File: src/rtl/pirq_pkg.sv
package pirq_pkg;

   // Default geometry of the divider.
   localparam int unsigned PIRQ_PRESC_W = 15;
   localparam int unsigned PIRQ_RATE_W  = 4;

   // Low codes that alias to slower codes: code c in [1, ALIAS_MAX] acts as c + ALIAS_ADD.
   localparam int unsigned PIRQ_ALIAS_MAX = 2;
   localparam int unsigned PIRQ_ALIAS_ADD = 7;

   // Reason for the next flag state, used in the flag controller.
   typedef enum logic [1:0] {
      FLG_HOLD  = 2'd0,
      FLG_SET   = 2'd1,
      FLG_CLEAR = 2'd2
   } flag_act_e;

endpackage

File: src/rtl/pirq_rate_decode.sv
module pirq_rate_decode #(
   parameter int unsigned RATE_W    = pirq_pkg::PIRQ_RATE_W,
   parameter int unsigned PRESC_W   = pirq_pkg::PIRQ_PRESC_W,
   parameter bit          ALIAS_EN  = 1'b1,
   parameter int unsigned ALIAS_MAX = pirq_pkg::PIRQ_ALIAS_MAX,
   parameter int unsigned ALIAS_ADD = pirq_pkg::PIRQ_ALIAS_ADD
) (
   input  logic [RATE_W-1:0]  rate_sel,
   output logic               valid_o,
   output logic [PRESC_W-1:0] mask_o
);
   localparam int unsigned EFF_W = RATE_W + 1;

   logic [EFF_W-1:0] eff;

   // Variant choice: aliased low codes or a plain linear code.
   generate
      if (ALIAS_EN) begin : g_alias
         always_comb begin
            if (rate_sel != '0 && rate_sel <= RATE_W'(ALIAS_MAX))
               eff = EFF_W'(rate_sel) + EFF_W'(ALIAS_ADD);
            else
               eff = EFF_W'(rate_sel);
         end
      end else begin : g_plain
         always_comb eff = EFF_W'(rate_sel);
      end
   endgenerate

   assign valid_o = (eff != '0);

   // The mask covers the low (eff-1) bits of the prescaler.
   always_comb begin
      for (int b = 0; b < PRESC_W; b++) begin
         mask_o[b] = valid_o && (b < (int'(eff) - 1));
      end
   end

endmodule

File: src/rtl/pirq_prescaler.sv
module pirq_prescaler #(
   parameter int unsigned PRESC_W = pirq_pkg::PIRQ_PRESC_W
) (
   input  logic               clk,
   input  logic               rst_n,
   input  logic               tick_en,
   output logic [PRESC_W-1:0] cnt_o,
   output logic [PRESC_W-1:0] cnt_inc_o
);
   logic [PRESC_W-1:0] cnt_q;

   assign cnt_inc_o = cnt_q + PRESC_W'(1);
   assign cnt_o     = cnt_q;

   always_ff @(posedge clk) begin
      if (!rst_n)       cnt_q <= '0;
      else if (tick_en) cnt_q <= cnt_inc_o;
   end

   // one step per time-base pulse.
   p_count_step_r9 : assert property (@(posedge clk) disable iff (!rst_n)
      tick_en |=> (cnt_q == $past(cnt_q) + PRESC_W'(1)));

   // frozen without a pulse.
   p_count_hold_r9 : assert property (@(posedge clk) disable iff (!rst_n)
      !tick_en |=> $stable(cnt_q));

endmodule

File: src/rtl/pirq_tick_gen.sv
module pirq_tick_gen #(
   parameter int unsigned PRESC_W = pirq_pkg::PIRQ_PRESC_W
) (
   input  logic               tick_en,
   input  logic               valid,
   input  logic [PRESC_W-1:0] mask,
   input  logic [PRESC_W-1:0] cnt_inc,
   output logic               tick_o
);
   logic aligned;

   assign aligned = ((cnt_inc & mask) == '0);
   assign tick_o  = tick_en && valid && aligned;

endmodule

File: src/rtl/pirq_flag_ctl.sv
module pirq_flag_ctl (
   input  logic clk,
   input  logic rst_n,
   input  logic tick,
   input  logic per_en,
   input  logic flag_clr,
   output logic flag_o,
   output logic irq_o
);
   import pirq_pkg::*;

   flag_act_e act;
   logic      flag_q, irq_q, flag_nxt;

   // A new event outranks a clear in the same cycle.
   always_comb begin
      if (tick)          act = FLG_SET;
      else if (flag_clr) act = FLG_CLEAR;
      else               act = FLG_HOLD;
   end

   always_comb begin
      unique case (act)
         FLG_SET:   flag_nxt = 1'b1;
         FLG_CLEAR: flag_nxt = 1'b0;
         default:   flag_nxt = flag_q;
      endcase
   end

   always_ff @(posedge clk) begin
      if (!rst_n) begin
         flag_q <= 1'b0;
         irq_q  <= 1'b0;
      end else begin
         flag_q <= flag_nxt;
         irq_q  <= per_en & flag_nxt;
      end
   end

   assign flag_o = flag_q;
   assign irq_o  = irq_q;

   // an event always leaves the flag set.
   p_event_sets_flag_r6 : assert property (@(posedge clk) disable iff (!rst_n)
      tick |=> flag_q);

   // a clear without an event empties the flag.
   p_clear_empties_r6 : assert property (@(posedge clk) disable iff (!rst_n)
      (flag_clr && !tick) |=> !flag_q);

   // the request needs the enable.
   p_irq_gated_r8 : assert property (@(posedge clk) disable iff (!rst_n)
      !per_en |=> !irq_q);

   // the request never stands without the flag.
   p_irq_has_flag_r8 : assert property (@(posedge clk) disable iff (!rst_n)
      irq_q |-> flag_q);

endmodule

File: src/rtl/periodic_irq_divider.sv
module periodic_irq_divider #(
   parameter int unsigned RATE_W    = pirq_pkg::PIRQ_RATE_W,
   parameter int unsigned PRESC_W   = pirq_pkg::PIRQ_PRESC_W,
   parameter bit          ALIAS_EN  = 1'b1,
   parameter int unsigned ALIAS_MAX = pirq_pkg::PIRQ_ALIAS_MAX,
   parameter int unsigned ALIAS_ADD = pirq_pkg::PIRQ_ALIAS_ADD
) (
   input  logic              clk,
   input  logic              rst_n,
   input  logic              tick_en,
   input  logic [RATE_W-1:0] rate_sel,
   input  logic              per_en,
   input  logic              flag_clr,
   output logic              per_flag,
   output logic              irq_req
);
   localparam int unsigned MAX_CODE = (1 << RATE_W) - 1;

   // Elaboration-time geometry checks.
   generate
      if (RATE_W < 1 || RATE_W > 6) begin : g_bad_rate_w
         $error("periodic_irq_divider: RATE_W out of range");
      end
      if (PRESC_W < MAX_CODE - 1) begin : g_bad_presc_w
         $error("periodic_irq_divider: prescaler too narrow for the largest code");
      end
      if (ALIAS_EN && (ALIAS_MAX + ALIAS_ADD > MAX_CODE)) begin : g_bad_alias
         $error("periodic_irq_divider: alias target exceeds the code range");
      end
   endgenerate

   logic               valid;
   logic [PRESC_W-1:0] mask;
   logic [PRESC_W-1:0] cnt, cnt_inc;
   logic               tick;

   pirq_rate_decode #(
      .RATE_W(RATE_W), .PRESC_W(PRESC_W), .ALIAS_EN(ALIAS_EN),
      .ALIAS_MAX(ALIAS_MAX), .ALIAS_ADD(ALIAS_ADD)
   ) u_decode (
      .rate_sel(rate_sel),
      .valid_o (valid),
      .mask_o  (mask)
   );

   pirq_prescaler #(.PRESC_W(PRESC_W)) u_presc (
      .clk      (clk),
      .rst_n    (rst_n),
      .tick_en  (tick_en),
      .cnt_o    (cnt),
      .cnt_inc_o(cnt_inc)
   );

   pirq_tick_gen #(.PRESC_W(PRESC_W)) u_tick (
      .tick_en(tick_en),
      .valid  (valid),
      .mask   (mask),
      .cnt_inc(cnt_inc),
      .tick_o (tick)
   );

   pirq_flag_ctl u_flag (
      .clk     (clk),
      .rst_n   (rst_n),
      .tick    (tick),
      .per_en  (per_en),
      .flag_clr(flag_clr),
      .flag_o  (per_flag),
      .irq_o   (irq_req)
   );

   // code 0 never yields an event.
   p_code0_quiet_r2 : assert property (@(posedge clk) disable iff (!rst_n)
      (rate_sel == '0) |-> !tick);

   // an event lands on a count aligned to the period in force.
   p_tick_aligned_r5 : assert property (@(posedge clk) disable iff (!rst_n)
      tick |=> ((cnt & $past(mask)) == '0));

endmodule

File: config.mk
export PLATFORM = sky130hd
export DESIGN_NAME = periodic_irq_divider
export DESIGN_NICKNAME = d
export VERILOG_FILES = /design/src/rtl/pirq_pkg.sv /design/src/rtl/pirq_rate_decode.sv /design/src/rtl/pirq_prescaler.sv /design/src/rtl/pirq_tick_gen.sv /design/src/rtl/pirq_flag_ctl.sv /design/src/rtl/periodic_irq_divider.sv
export SDC_FILE = /design/constraint.sdc
export NUM_CORES = 1
export LEC_CHECK = 0
export ABC_AREA = 1
export BUFFER_PORTS_ARGS = -buffer_cell sky130_fd_sc_hd__buf_2
export CAP_MARGIN = 25
export CORE_MARGIN = 3
export CORE_UTILIZATION = 54
export DETAILED_ROUTE_END_ITERATION = 8
export HOLD_SLACK_MARGIN = 0.02
export PLACE_DENSITY = 0.75
export SLEW_MARGIN = 10
export SYNTH_ARGS = -nofsm -noshare
export SYNTH_HDL_FRONTEND = slang
export SYNTH_HIERARCHICAL = 1
export SYNTH_SLANG_ARGS = --single-unit
File: constraint.sdc
create_clock -name clk -period 2.59 [get_ports clk]
set_input_delay 0.259 -clock clk [delete_from_list [all_inputs] [get_ports clk]]
set_output_delay 0.259 -clock clk [all_outputs]
set_load 0.02 [all_outputs]
Word level (Yosys, flattened, before mapping):

Cells that the tools add are included.

* $add $sub $neg: 3
* multiply operators: 0
* div/mod/pow operators: 0
* order comparisons: 16
* equality and inequality tests: 2
* shift-type cells: 0
* muxes and demuxes: 4
* bitwise logic cells: 2
* reductions and logical operators: 21

Operators by type and width (count)
* $lt 5x32->1 const A: 7
* $lt 4x32->1 const A: 4
* $lt 3x32->1 const A: 2
* $lt 1x32->1 const A: 1
* $lt 2x32->1 const A: 1
* $logic_and 1x1->1: 18
* $add 15x1->15 const B: 1
* $and 15x15->15: 1
* $logic_not 15->1: 1
* $sub 5x1->6 const B: 1
* $add 4x3->5 const B: 1
* $mux 5: 1
* $reduce_bool 5->1: 1
* $le 4x2->1 const B: 1
* $mux 2: 2
* $reduce_bool 4->1: 1
* $eq 2x1->1 const B: 1
* $eq 2x2->1 const B: 1
* $pmux 1 s2: 1
* $and 1x1->1: 1

* register bits: 17
* latch bits: 0
* RAM bits: 0
* ROM bits: 0
* output and inout bits: 2
* memories: 0

Longest topological paths before layout:

* depth in word-level cells: 13
* depth in mapped cells: 24
* gate-level depth less buffers: 24

Hierarchy:

Netlist, hierarchy kept.

Modules (own cells, without submodules)
* pirq_prescaler: times used 1, cells an instance 152, area each 943.4 um2, seq. area each 300.3 um2
* pirq_rate_decode: times used 1, cells an instance 65, area each 395.4 um2, seq. area each 0.0 um2
* pirq_tick_gen: times used 1, cells an instance 32, area each 122.6 um2, seq. area each 0.0 um2
* pirq_flag_ctl: times used 1, cells an instance 10, area each 75.1 um2, seq. area each 40.0 um2

Worst setup path before layout:

No wires, ideal clock.

* kind: input -> register
* start: input port rate_sel[0]
* end: register u_flag.irq_q, in the netlist u_flag/irq_o
* setup time: 62 ps
* data arrival time: 2394 ps
* required time: 2528 ps
* path slack: 134 ps
* cell stages on the path: 22
* path through: inv_1 ha_1 nor2_4 nand4_1 nand2_4 inv_1 ha_1 xnor2_1 inv_1 nand2_2 inv_2 nor2_2 nand2_1 nand2_1 nand2_1 nor2_1 nand2_1 nor2_1 inv_1 nand2_1 nand2_2 nor2_2

* word-level cells in the longest chain between the ends: 13
* elaborated cells between the ends (all ways): 46

Ends and longest elaborated chain
* start: declaration: line periodic_irq_divider.sv:11 `input logic [RATE_W-1:0] rate_sel,`
* $le 4x2->1 / $reduce_bool 4->1 (equally long branches): line pirq_rate_decode.sv:20 `if (rate_sel != '0 && rate_sel <= RATE_W'(ALIAS_MAX))`
* $logic_and 1x1->1: line pirq_rate_decode.sv:20
* $mux 5 *: line pirq_rate_decode.sv:20
* $sub 5x1->6: line pirq_rate_decode.sv:35 `mask_o[b] = valid_o && (b < (int'(eff) - 1));`
* $lt 3x32->1: line pirq_rate_decode.sv:35
* $logic_and 1x1->1 *: line pirq_rate_decode.sv:35
* net mask[2]: line periodic_irq_divider.sv:33 `logic [PRESC_W-1:0] mask;`
* $and 15x15->15 *: line pirq_tick_gen.sv:12 `assign aligned = ((cnt_inc & mask) == '0);`
* $logic_not 15->1 *: line pirq_tick_gen.sv:12
* $logic_and 1x1->1 *: line pirq_tick_gen.sv:13 `assign tick_o = tick_en && valid && aligned;`
* net tick: line periodic_irq_divider.sv:35 `logic tick;`
* $mux 2 *: line pirq_flag_ctl.sv:17 `if (tick) act = FLG_SET;`
* $eq 2x2->1 / $eq 2x1->1 (equally long branches): line pirq_flag_ctl.sv:23 `unique case (act)`
* $pmux 1 s2 *: line pirq_flag_ctl.sv:23
* $and 1x1->1 *: line pirq_flag_ctl.sv:36 `irq_q <= per_en & flag_nxt;`
* end signal: assignment: line pirq_flag_ctl.sv:36
* end: declaration: line pirq_flag_ctl.sv:13 `logic flag_q, irq_q, flag_nxt;`

The timed path passes the listed nets; every way through them passes the cells marked *.
A chain may end at the register's enable or synchronous reset.

Worst setup path in the final report:

* start: input port rate_sel[1]
* end: register u_flag.irq_q, in the netlist u_flag/irq_o

Same word-level chain as after synthesis.

==> qor.yml <==
critical_path:
  crit_required_ns: 2.82
  worstPathArrival_ns: 2.50
  end_kind: "flip-flop"
  cp-startpoint: "rate_sel[1]"
  path_class: "input port to flip-flop"
  start_kind: "input port"
  crit_fanout: 4
  regToRegSetupSlack_ns: 0.68
  regToRegStartpoint: "u_presc/cnt_o[1]$_SDFFE_PN0P_"
cts:
  hold_buffers: 0
  clkTransAtPathRegs_ns: 0.11
  root_buffer: "clkbuf_4"
  cts-buffers-inserted: 3
  clock_sinks: 17
  cts_tree: "built"
  clockBufferDepth: 2
  clk_latency_ns: 0.28
  cts_htree_levels: 1
pwr:
  ir_worst_vdd_uv: 380
  p_per_area_nw_per_um2: 384
  total_power_w: 0.000640
  p_leak_nw: 0.947
sta:
  finalHoldViolCount: 0
  min_period_over_period_pct: 87.5
  min_period_ns: 2.27
  setup_violations: 0
  timing.fmax_ghz: 0.441
  clock_skew_ns: 0.00669
  rsz0062_at_grt: "no"
  tightest_slew_ns: 0.424
  drv_slew: 0
  maxSlewHeadroom_pct: 71.7
  setup_ws_ns: 0.323
  tns_ns: 0
drt:
  drcViolationCount: 0
  ant_nets: 0
  drt-wirelength-per-cell_um: 10.7
  avgViaCountPerCell: 4.97
  vias: 1515
  routed_wirelength_um: 3270
  drtIter0Drc: 95
  dr.pass1.iters: 4
die:
  core_area_um2: 2590
  die_h_um: 59.3
  ios: 11
  die_x_um: 59.3
  die-area_um2: 3520
  row_count: 18
  start_util_pct: 59.3
placed_design:
  place_congestion: 0.953
  port_buffers: 10
  hpwl_um: 2620
  placed_cell_area_um2: 1630
  pre_cts_ws_ns: 0.00845
synth:
  synthCells: 259
  ys_warn_count: 6
  synth.avg_cell_area_um2: 5.93
  ys_seq_elements: 17
  ys_types: 22
  synthTopCellsByCount: "nand2_1, inv_1, nor2_1"
  synthFlopType: "dfxtp_1"
  synth_nets: 274
  synth_area_leaders: "dfxtp_1, nand2_1, inv_1"
  synth_top_area_cell: "dfxtp_1"
  ys_seq_area_share_pct: 22.1
  yosys.cell_count.top_type: "nand2_1"
  synth_enable_flop_cells: 0
  netlist.area_leader.share_pct: 22.1
  synth_area_um2: 1540
  async_flop_share_pct: 0
cells_and_area:
  layout-drive-gt1-share_pct: 16.7
  nets: 291
  n_antenna_cell: 0
  area_growth_pct: 8.63
  final_cell_area_um2: 1670
  fillCellCount: 257
worst_hold_path:
  hp-class: "input port to flip-flop"
  min_from: "per_en"
global_route:
  grt_pass1_vias: 1408
  grt_overflow: 0
  track_usage_pct: 20.6
  antenna_found_initial: 0
  grt_max_degree: 19
  grt_pass1_wl_um: 5750
run:
  drv_cap: 0
outcome:
  status: "completed"
-- per-stage QoR --
step | hold WS (ns) | utilization (%) | cells
6_report | 0.188 | 64.4 | 305
5_1_grt | 0.181 | 64.4 | 305
4_1_cts | 0.178 | 63.9 | 304
3_5_place_dp | 0.496 | 62.8 | 300
3_3_place_gp | 0.483 | 62.8 | 300
2_1_floorplan | 0.369 | - | 259
-- cell usage in the layout, fill, tap and decap left out --
cell type | Yosys | layout
a21oi_1 | 13 | 13
buf_2 | 1 | 10
buf_4 | 1 | 6
clkbuf_4 | 0 | 3
clkinv_2 | 0 | 1
dfxtp_1 | 17 | 17
ha_1 | 6 | 6
inv_1 | 51 | 50
inv_2 | 3 | 4
nand2_1 | 75 | 75
nand2_2 | 6 | 6
nand2_4 | 1 | 1
nand3_1 | 16 | 16
nand3_2 | 2 | 2
nand3_4 | 1 | 1
nand4_1 | 9 | 9
nor2_1 | 26 | 26
nor2_2 | 7 | 7
nor2_4 | 3 | 3
o21ai_0 | 10 | 10
o21bai_4 | 1 | 1
xnor2_2 | 0 | 1
xor2_1 | 7 | 7
-- area by class of cell --
class	instances	area [um^2]	area share (%)
Multi-Input combinational cell	184	966	57.9
Clock inverter	1	5.00	0.300
Tap cell	30	37.5	2.25
Timing Repair Buffer	16	95.1	5.70
Sequential cell	17	340	20.4
Inverter	54	203	12.1
Clock buffer	3	22.5	1.35
-- cell families (layout without fill, tap and decap cells) --
group                    after synthesis  in the layout  synth area share [%]
flip-flops                            17             17                  22.2
buffers and inverters                 58             74                  15.5
AO/OA/AOI/OAI                         24             24                  8.71
AND/OR/NAND/NOR                      146            146                  44.2
adder cells (fa/ha/maj)                6              6                  4.89
XOR/XNOR                               8              8                  4.56
-- registers in the layout, summed over array words and instances (netlist names) --
signal         flops
u_flag/irq_o       1
u_flag/flag_o      1
u_presc/cnt_o     15
-- worst paths after layout --
path | to | cells past startpoint
min reg2reg | u_presc/cnt_o[14]$_SDFFE_PN0P_ | 4
min | u_flag/irq_o$_SDFF_PN0_ | 3
max | u_flag/irq_o$_SDFF_PN0_ | 23
max reg2reg | u_flag/irq_o$_SDFF_PN0_ | 14
-- worst max-delay path: stages --
cell     delay [ns]
buf_2          0.12
inv_2          0.05
ha_1           0.20
nor2_4         0.11
nand4_1        0.14
nand2_4        0.10
inv_1          0.05
ha_1           0.23
xnor2_2        0.18
inv_1          0.10
nand2_2        0.10
inv_2          0.04
nor2_2         0.13
nand2_1        0.07
nand2_1        0.05
nand2_1        0.05
nor2_1         0.10
nand2_1        0.06
nor2_1         0.10
inv_1          0.04
nand2_1        0.07
nand2_2        0.06
nor2_2         0.07
-- where the power goes --
group,internal (W),switching [W],total (W)
registers,0.000278,0.0000158,0.000294
clock network,0.0000573,0.0000837,0.000141
logic,0.0000793,0.000126,0.000205
total,0.000415,0.000225,0.000640
-- layer usage --
metal	vias up	share of wire (%)	GRT usage, %
met5	-	0	0
met4	0	0.92	5.18
met3	4	3.5	2.40
met2	30	48	36.0
met1	663	47	26.7
li1	818	-	-
-- timing repair --
item	in CTS	in global routing
gates resized for setup	0	2
endpoints found under the setup margin	0	2
setup buffers	0	1
(Power assumes the default switching activity.)
